**src/rtl/gcal_pkg.sv**
```systemverilog
// Shared helpers for the gain-calibration loop: LFSR step and per-stage seed.
// Assumes the 23-bit polynomial x^23+x^18+1, which is maximal length.
package gcal_pkg;
    localparam int LFSR_W = 23;

    // Distinct, never-zero seed for stage idx
    function automatic logic [LFSR_W-1:0] lfsr_seed(input int idx);
        logic [LFSR_W-1:0] s;
        s = LFSR_W'(32'h005A_3C91 ^ (idx * 32'h0013_579B));
        if (s == '0) s = LFSR_W'(1);
        return s;
    endfunction

    // One Fibonacci step
    function automatic logic [LFSR_W-1:0] lfsr_next(input logic [LFSR_W-1:0] s);
        return {s[LFSR_W-2:0], s[22] ^ s[17]};
    endfunction
endpackage

```
**src/rtl/gcal_symbol_gen.sv**
```systemverilog
// Per-stage symbol source: LFSR advanced once per accepted sample, plus a
// LAT-deep delay line that aligns the symbol with the back-end code, and a
// matching valid line that blocks updates until the delay line is full.
// Assumes LAT >= 1.
module gcal_symbol_gen
    import gcal_pkg::*;
#(
    parameter int SEED_IDX = 0,
    parameter int LAT      = 4
) (
    input  logic clk,
    input  logic rst_n,
    input  logic sample_en,
    output logic sym_now_o,
    output logic sym_del_o,
    output logic del_valid_o
);
    logic [LFSR_W-1:0] lfsr_q;
    logic [LAT-1:0]    dly_q;
    logic [LAT-1:0]    vld_q;

    // Advance generator and delay lines on each accepted sample
    always_ff @(posedge clk) begin
        if (!rst_n) begin
            lfsr_q <= lfsr_seed(SEED_IDX);
            dly_q  <= '0;
            vld_q  <= '0;
        end else if (sample_en) begin
            lfsr_q <= lfsr_next(lfsr_q);
            dly_q  <= LAT'({dly_q, lfsr_q[0]});
            vld_q  <= LAT'({vld_q, 1'b1});
        end
    end

    assign sym_now_o   = lfsr_q[0];
    assign sym_del_o   = dly_q[LAT-1];
    assign del_valid_o = vld_q[LAT-1];
endmodule

```
**src/rtl/gcal_accum.sv**
```systemverilog
// Per-stage correlator and saturating accumulator. Forms err = be - s*amp,
// corr = s*err, step = corr >>> SHIFT, then clamps acc+step to the signed
// ACC_W range. Trim is the top TRIM_W bits in offset binary.
// Assumes ACC_W <= 63.
module gcal_accum #(
    parameter int DATA_W = 12,
    parameter int AMP_W  = 10,
    parameter int SHIFT  = 21,
    parameter int TRIM_W = 7,
    parameter int GUARD  = 2
) (
    input  logic                     clk,
    input  logic                     rst_n,
    input  logic                     update_en,
    input  logic                     sym_i,
    input  logic signed [DATA_W-1:0] be_i,
    input  logic        [AMP_W-1:0]  amp_i,
    output logic        [TRIM_W-1:0] trim_o
);
    localparam int ACC_W = TRIM_W + SHIFT + GUARD;
    localparam int EW    = ((DATA_W > AMP_W + 1) ? DATA_W : AMP_W + 1) + 1;
    localparam int CW    = EW + 1;
    localparam int SW    = ((ACC_W > CW) ? ACC_W : CW) + 1;
    localparam logic signed [SW-1:0] ACC_MAX = SW'((64'sd1 <<< (ACC_W - 1)) - 64'sd1);
    localparam logic signed [SW-1:0] ACC_MIN = -ACC_MAX - SW'(1);
    localparam logic [TRIM_W-1:0]    MSB_ONE = {1'b1, {(TRIM_W-1){1'b0}}};

    logic signed [ACC_W-1:0] acc_q, acc_d;
    logic signed [EW-1:0]    be_x, amp_x, err;
    logic signed [CW-1:0]    corr, step;
    logic signed [SW-1:0]    sum;

    // Error, correlation, scaling and clamped sum
    always_comb begin
        be_x  = EW'(be_i);
        amp_x = EW'($signed({1'b0, amp_i}));
        err   = sym_i ? (be_x - amp_x) : (be_x + amp_x);
        corr  = sym_i ? CW'(err) : -CW'(err);
        step  = corr >>> SHIFT;
        sum   = SW'(acc_q) + SW'(step);
        if (sum > ACC_MAX)      acc_d = ACC_W'(ACC_MAX);
        else if (sum < ACC_MIN) acc_d = ACC_W'(ACC_MIN);
        else                    acc_d = ACC_W'(sum);
    end

    // Accumulator register, loaded only on qualified samples
    always_ff @(posedge clk) begin
        if (!rst_n)         acc_q <= '0;
        else if (update_en) acc_q <= acc_d;
    end

    assign trim_o = acc_q[ACC_W-1 -: TRIM_W] ^ MSB_ONE;
endmodule

```
**src/rtl/gain_cal_loop.sv**
```systemverilog
// Top of the background gain-calibration loop: one symbol generator and one
// accumulator per calibrated stage, replicated by generate. An update needs
// sample_en, the stage's qualify bit and a filled symbol delay line.
module gain_cal_loop #(
    parameter int NUM_STAGES = 2,
    parameter int DATA_W     = 12,
    parameter int AMP_W      = 10,
    parameter int SHIFT      = 21,
    parameter int TRIM_W     = 7,
    parameter int GUARD      = 2,
    parameter int LAT        = 4
) (
    input  logic                         clk,
    input  logic                         rst_n,
    input  logic                         sample_en,
    input  logic [NUM_STAGES-1:0]        qualify_i,
    input  logic [NUM_STAGES*DATA_W-1:0] be_code_i,
    input  logic [NUM_STAGES*AMP_W-1:0]  amp_i,
    output logic [NUM_STAGES-1:0]        dither_o,
    output logic [NUM_STAGES*TRIM_W-1:0] trim_o
);
    genvar s;
    generate
        for (s = 0; s < NUM_STAGES; s++) begin : g_stage
            logic sym_del, del_valid, upd;

            gcal_symbol_gen #(.SEED_IDX(s), .LAT(LAT)) sym_i (
                .clk        (clk),
                .rst_n      (rst_n),
                .sample_en  (sample_en),
                .sym_now_o  (dither_o[s]),
                .sym_del_o  (sym_del),
                .del_valid_o(del_valid)
            );

            assign upd = sample_en & qualify_i[s] & del_valid;

            gcal_accum #(
                .DATA_W(DATA_W), .AMP_W(AMP_W), .SHIFT(SHIFT),
                .TRIM_W(TRIM_W), .GUARD(GUARD)
            ) acc_i (
                .clk      (clk),
                .rst_n    (rst_n),
                .update_en(upd),
                .sym_i    (sym_del),
                .be_i     ($signed(be_code_i[s*DATA_W +: DATA_W])),
                .amp_i    (amp_i[s*AMP_W +: AMP_W]),
                .trim_o   (trim_o[s*TRIM_W +: TRIM_W])
            );
        end
    endgenerate
endmodule

```
**config.mk**
```make
export PLATFORM = sky130hd
export DESIGN_NAME = gain_cal_loop
export DESIGN_NICKNAME = d
export VERILOG_FILES = /design/src/rtl/gcal_pkg.sv /design/src/rtl/gcal_symbol_gen.sv /design/src/rtl/gcal_accum.sv /design/src/rtl/gain_cal_loop.sv
export SDC_FILE = /design/constraint.sdc
export NUM_CORES = 1
export LEC_CHECK = 0
export ABC_AREA = 1
export BUFFER_PORTS_ARGS = -buffer_cell sky130_fd_sc_hd__buf_2
export CORE_UTILIZATION = 50
export DETAILED_ROUTE_END_ITERATION = 10
export GPL_ROUTABILITY_DRIVEN = 0
export PLACE_DENSITY_LB_ADDON = 0.12
export SLEW_MARGIN = 20
export SYNTH_ARGS = -nofsm -noshare
export SYNTH_HDL_FRONTEND = slang
export SYNTH_SLANG_ARGS = --single-unit
```
**constraint.sdc**
```tcl
create_clock -name clk -period 5.8 [get_ports clk]
set_input_delay 0.29 -clock clk [delete_from_list [all_inputs] [get_ports clk]]
set_output_delay 0.29 -clock clk [all_outputs]
set_load 0.05 [all_outputs]
```
---- Word level (Yosys, flattened, before mapping) ----
Index checks and enable logic that the tools add are counted.
Widths: inputs -> output; s select.
word-level totals
  register bits after elaboration ......... 122
  latch bits .............................. 0
  memory bits (writable) .................. 0
  ROM bits ................................ 0
  input port bits ......................... 49
  output and inout bits ................... 16
  memories kept ........................... 0
operators by class
  add/sub/neg operators ................... 8
  multipliers ............................. 0
  divide/modulo/power cells ............... 0
  $lt $le $gt $ge ......................... 4
  equality and inequality tests ........... 0
  shifts and indexed selects .............. 0
  muxes and demuxes ....................... 8
  bitwise logic cells ..................... 8
  reduce and logical (&&, ||, !) cells .... 0
operators with widths
  cell                  count
  $mux 30               4
  $add 30x1->31         2
  $gt 31x30->1 const B  2
  $lt 31x30->1 const B  2
  $mux 14               2
  $neg 13->14           2
  $add 12x11->13        2
  $mux 13               2
  $sub 12x11->13        2
  $and 1x1->1           4
  $not 1->1             2
  $xor 1x1->1           2

---- Depth between registers and ports, before layout ----
  depth after elaboration ................. 8
  mapped depth ............................ 38

---- By module ----
Synthesis repeated with hierarchy kept, for this count alone.
second synthesis, totals
  cells, all modules ...................... 1637
  area total of the unflattened synthesis .. 10441.3 um^2
by module, submodules not included
  module                               instances  cells each  area an instance (um^2)  seq. area each (um^2)
  gcal_accum at g_stage[0].acc_i       1          685         4290.4                   600.6
  gcal_accum at g_stage[1].acc_i       1          690         4062.6                   600.6
  gcal_symbol_gen at g_stage[1].sym_i  1          134         1061.0                   620.6
  gcal_symbol_gen at g_stage[0].sym_i  1          122         999.7                    560.5
  gain_cal_loop                        1          6           27.5                     0.0

---- Worst setup path after synthesis ----
Ideal clock, no wire load.
  path kind ............................... input to register
  from .................................... input amp_i[0]
  to ...................................... register g_stage[0].acc_i.acc_q[23]
  data arrival time ....................... 5.447 ns
  path slack .............................. 0.235 ns
  stages on the path ...................... 37
  path buffers ............................ 1
  cells stage by stage .................... inv_1 -> ha_1 -> nand2_1 -> nor3_1 -> or2_2 -> xnor2_1 -> inv_1 -> ha_1 -> nand2_1 -> inv_1 -> a21oi_1 -> nand2_1 -> nand2_1 -> nand2_1 -> inv_1 -> nand2_1 -> nand2_1 -> nor2_1 -> nand4_1 -> nand2_1 -> a21oi_1 -> ha_1 -> fa_1 -> nand2_1 -> nand2_1 -> nand3_1 -> nand2_2 -> nand2_1 -> nand2_2 -> nand2_2 -> nand3_2 -> nand2_4 -> nor2_8 -> buf_12 -> nor2_2 -> nor2_2 -> nor2_2
on the way
  longest elaborated chain between the ends .. 8
RTL lines
  item                                              RTL line             source
  start, declared                                   gain_cal_loop.sv:18  input logic [NUM_STAGES*AMP_W-1:0] amp_i,
  $add 12x11->13 or $sub 12x11->13 (tied branches)  gcal_accum.sv:37     err = sym_i ? (be_x - amp_x) : (be_x + amp_x);
  $mux 13 *                                         gcal_accum.sv:37
  $neg 13->14                                       gcal_accum.sv:38     corr = sym_i ? CW'(err) : -CW'(err);
  $mux 14 *                                         gcal_accum.sv:38
  $add 30x1->31 *                                   gcal_accum.sv:40     sum = SW'(acc_q) + SW'(step);
  $lt 31x30->1                                      gcal_accum.sv:42     else if (sum < ACC_MIN) acc_d = ACC_W'(ACC_MIN);
  $mux 30                                           gcal_accum.sv:42
  $mux 30 *                                         gcal_accum.sv:41     if (sum > ACC_MAX) acc_d = ACC_W'(ACC_MAX);
  end signal, assigned                              gcal_accum.sv:48     if (!rst_n) acc_q <= '0;
  end signal, assigned                              gcal_accum.sv:49     else if (update_en) acc_q <= acc_d;
  end, declared                                     gcal_accum.sv:28     logic signed [ACC_W-1:0] acc_q, acc_d;
Every way passes the cells marked *; elsewhere a longest branch is shown, timed or not.
A chain may end at the register's enable or synchronous reset.

---- Final worst setup path ----
  from .................................... register g_stage[0].sym_i.dly_q[3]
  to ...................................... register g_stage[0].acc_i.acc_q[20]
on the way
  longest elaborated chain between the ends .. 7
RTL lines
  item                    RTL line               source
  start, declared         gcal_symbol_gen.sv:19  logic [LAT-1:0] dly_q;
  start signal, assigned  gcal_symbol_gen.sv:30  dly_q <= LAT'({dly_q, lfsr_q[0]});
  $mux 13                 gcal_accum.sv:37
  $neg 13->14             gcal_accum.sv:38
  $mux 14 *               gcal_accum.sv:38
  $add 30x1->31 *         gcal_accum.sv:40
  $lt 31x30->1            gcal_accum.sv:42
  $mux 30                 gcal_accum.sv:42
  $mux 30 *               gcal_accum.sv:41
Marks and branches as above.

==> out/results.txt <==
Syn Area/Cell: 6.41 um^2
CTS H-Tree Depth: 4
Hold-fix buffers at CTS: 0
Final min period: 5.24 ns
Synth warn: 0
Critical path class: reg -> reg
DP Wirelength: 17700 um
Buffers added on ports: 64
Post-CTS Resized: 0
Synth async-reset ratio: 0%
Postcts setup bufs: 0
Pre-CTS setup slack: 0.317 ns
Status: finished, final reports clean
Clk_lat worst skew: 0.43 ns
Worst-path clk slew: 0.06 ns
Slowest cell delay on critical path: 0.50 ns
Slew @ Worst Pin: 1.02 ns
Switching share of total power: 38.9%
Max VDD drop: 0.000188 V
CP max stage cell: dfxtp_1
Initial antenna violation count: 0
Final Power: 3.09 mW
Vias per inst: 4.98
Die Span Y: 147 um
Iteration-0 DRC Markers: 440
Total of max-cap violations: 0
Distinct cell type count after synthesis: 44
CP max FO: 28
CTS tree: yes
Setup crit start kind: flip-flop
Worst slew margin: 32.2%
Clk root buf: clkbuf_16
Setup TNS: 0 ns
Most frequent cell after synthesis: nand2_1
Reg power frac: 27.7%
Fill cells: 2065
Die Area: 21700 um^2
Post-Syn Area: 10500 um^2
Die X: 147 um
Pin count of the biggest net entering global routing: 78
Grt total ovfl: 0
Placed Instances: 1931
Post-synth EDFFs: 0
Routed WL: 23900 um
PnR worst setup slack: 0.559 ns
Fin crit share: 90.4%
Final #Nets: 1823
# DRC: 0
Internal: 1.88 mW
Layout area overhead: 8.97%
Fmax: 191 MHz
Top FF cell, synth: dfxtp_1
First-pass GRT wire length: 41100 um
Fin. Hold Viols: 0
Power density cells: 269 nW/um^2
I/O pins: 65
Avg WL per Cell: 12.2 um
Clock power frac: 35.7%
Synthesized flop and latch total: 115
Core Region: 20400 um^2
Sink Count: 115
Sequential share of the synthesized area: 21.9%
Initial Util: 51.6%
Vias in the first global route: 9035
Crit path top cell by count: nand2_1
Synth top cells by count: nand2_1, nor2_1, inv_1
LEAKAGE: 5.75 nW
Fin Clk Skew: 0.0108 ns
RSZ-0062 raised after global routing: false
Final setup viols: 0
WP data arrival: 5.56 ns
FP Rows: 52
Clock tree buffer depth: 2
Register area: 2300 um^2
Layout cells sized above 1: 16.8%
Switching power: 1.20 mW
Final antenna-violating net count: 0
Final Max Slew Viols: 0
Ant diodes: 0
Synth top area cells: dfxtp_1, nand2_1, ha_1
Nature of the critical path endpoint: flip-flop
Cells after synthesis: 1644
Multi-input gate area: 7150 um^2
Non-filler instance count after layout: 1963
Via count: 9771
Leading area contributor after synthesis: dfxtp_1
Post-Syn Nets: 1787
Critical path required time: 6.11 ns
GR Util All Layers: 22.9%
Power share of the combinational group: 36.5%
Clock buffer count from CTS: 17
Drt pass-1 iters: 5
Yosys top cell area share: 21.9%
Worst Hold Class: in -> reg
==> routing by layer <==
metal	global-route usage, %	routed length [um]	vias to the layer above
met5	0	0	-
met4	7.01	289	0
met3	3.14	611	17
met2	38.6	11100	119
met1	30.1	11900	4339
li1	-	-	5296
==> path summary, 6_finish.rpt <==
path / slack [ns] / endpoint / from / cells past startpoint
setup / recovery: 0.56 / g_stage[0].acc_i.acc_q[20] / g_stage[0].sym_i.dly_q[3] / 32
hold / removal: 0.28 / g_stage[0].acc_i.acc_q[0] / qualify_i[0] / 4
setup reg to reg: 0.56 / g_stage[0].acc_i.acc_q[20] / g_stage[0].sym_i.dly_q[3] / 32
hold reg to reg: 0.45 / g_stage[1].sym_i.lfsr_q[16] / g_stage[1].sym_i.lfsr_q[16] / 2
==> per-stage QoR <==
step,hold WS [ns],area (um^2),util [%]
after global routing,0.311,11500,56.2
after detailed placement,0.442,10900,53.2
after CTS,0.274,11500,56.2
after floorplan,0.429,10500,-
after global placement,0.438,10900,53.2
final,0.276,11500,56.2
==> state kept, by name, summed over array words and instances (netlist names) <==
name                  cells
g_stage.acc_i.acc_q      60
g_stage.sym_i.vld_q       4
g_stage.sym_i.lfsr_q     43
g_stage.sym_i.dly_q       8
==> worst max-delay path, delay by kind of cell, from the launching register on <==
family / cells / cell delay [ns]
buf+inv: 5 / 0.71
simple gates: 19 / 2.02
flops: 1 / 0.50
compound gates: 5 / 1.10
fa+ha+maj: 2 / 0.66
xor+xnor: 1 / 0.13
==> cells in the final DEF, fill, tap and decap left out, types with 6 or more instances in the layout <==
cell,count
dfxtp_1,115
buf_2,64
nor2_2,114
o21bai_1,16
inv_1,179
xor2_1,30
a31oi_1,7
nand3_1,84
nand2_2,25
a21oi_1,84
nand4_1,8
nand2_1,389
nor3_1,14
o21ai_0,108
clkbuf_16,17
buf_4,7
ha_1,90
inv_2,8
xnor2_1,38
nand2_4,6
nor2_1,219
a21oi_2,6
==> layout make-up <==
type                    count  share of cell area (%)
multi-input cells        1287                    62.3
flip-flops and latches    115                    20.1
inverters                 188                    6.15
clock buffers              17                    3.71
repair buffers             71                    3.25
well taps                 270                    2.94
clock inverters            15                    1.60
==> power by group through the flow <==
| stage | sequential (mW) | clock, mW | combinational, mW |
|---|---|---|---|
| finish | 0.856 | 1.10 | 1.13 |
| global route | 0.861 | 1.17 | 1.27 |
| CTS | 0.856 | 1.12 | 1.13 |
| detailed placement | 0.873 | 0 | 1.12 |
| global placement | 0.872 | 0 | 1.11 |
| floorplan | 0.865 | 0 | 0.942 |
==> cell families after synthesis <==
logic type / share of synthesized area [%]
adder cells (fa/ha/maj): 11.5
XOR/XNOR: 5.65
buffers and inverters: 10.4
flip-flops: 21.9
AND/OR/NAND/NOR: 38.8
AO/OA/AOI/OAI: 11.9
Note: power is estimated with default switching activity, not from simulation.
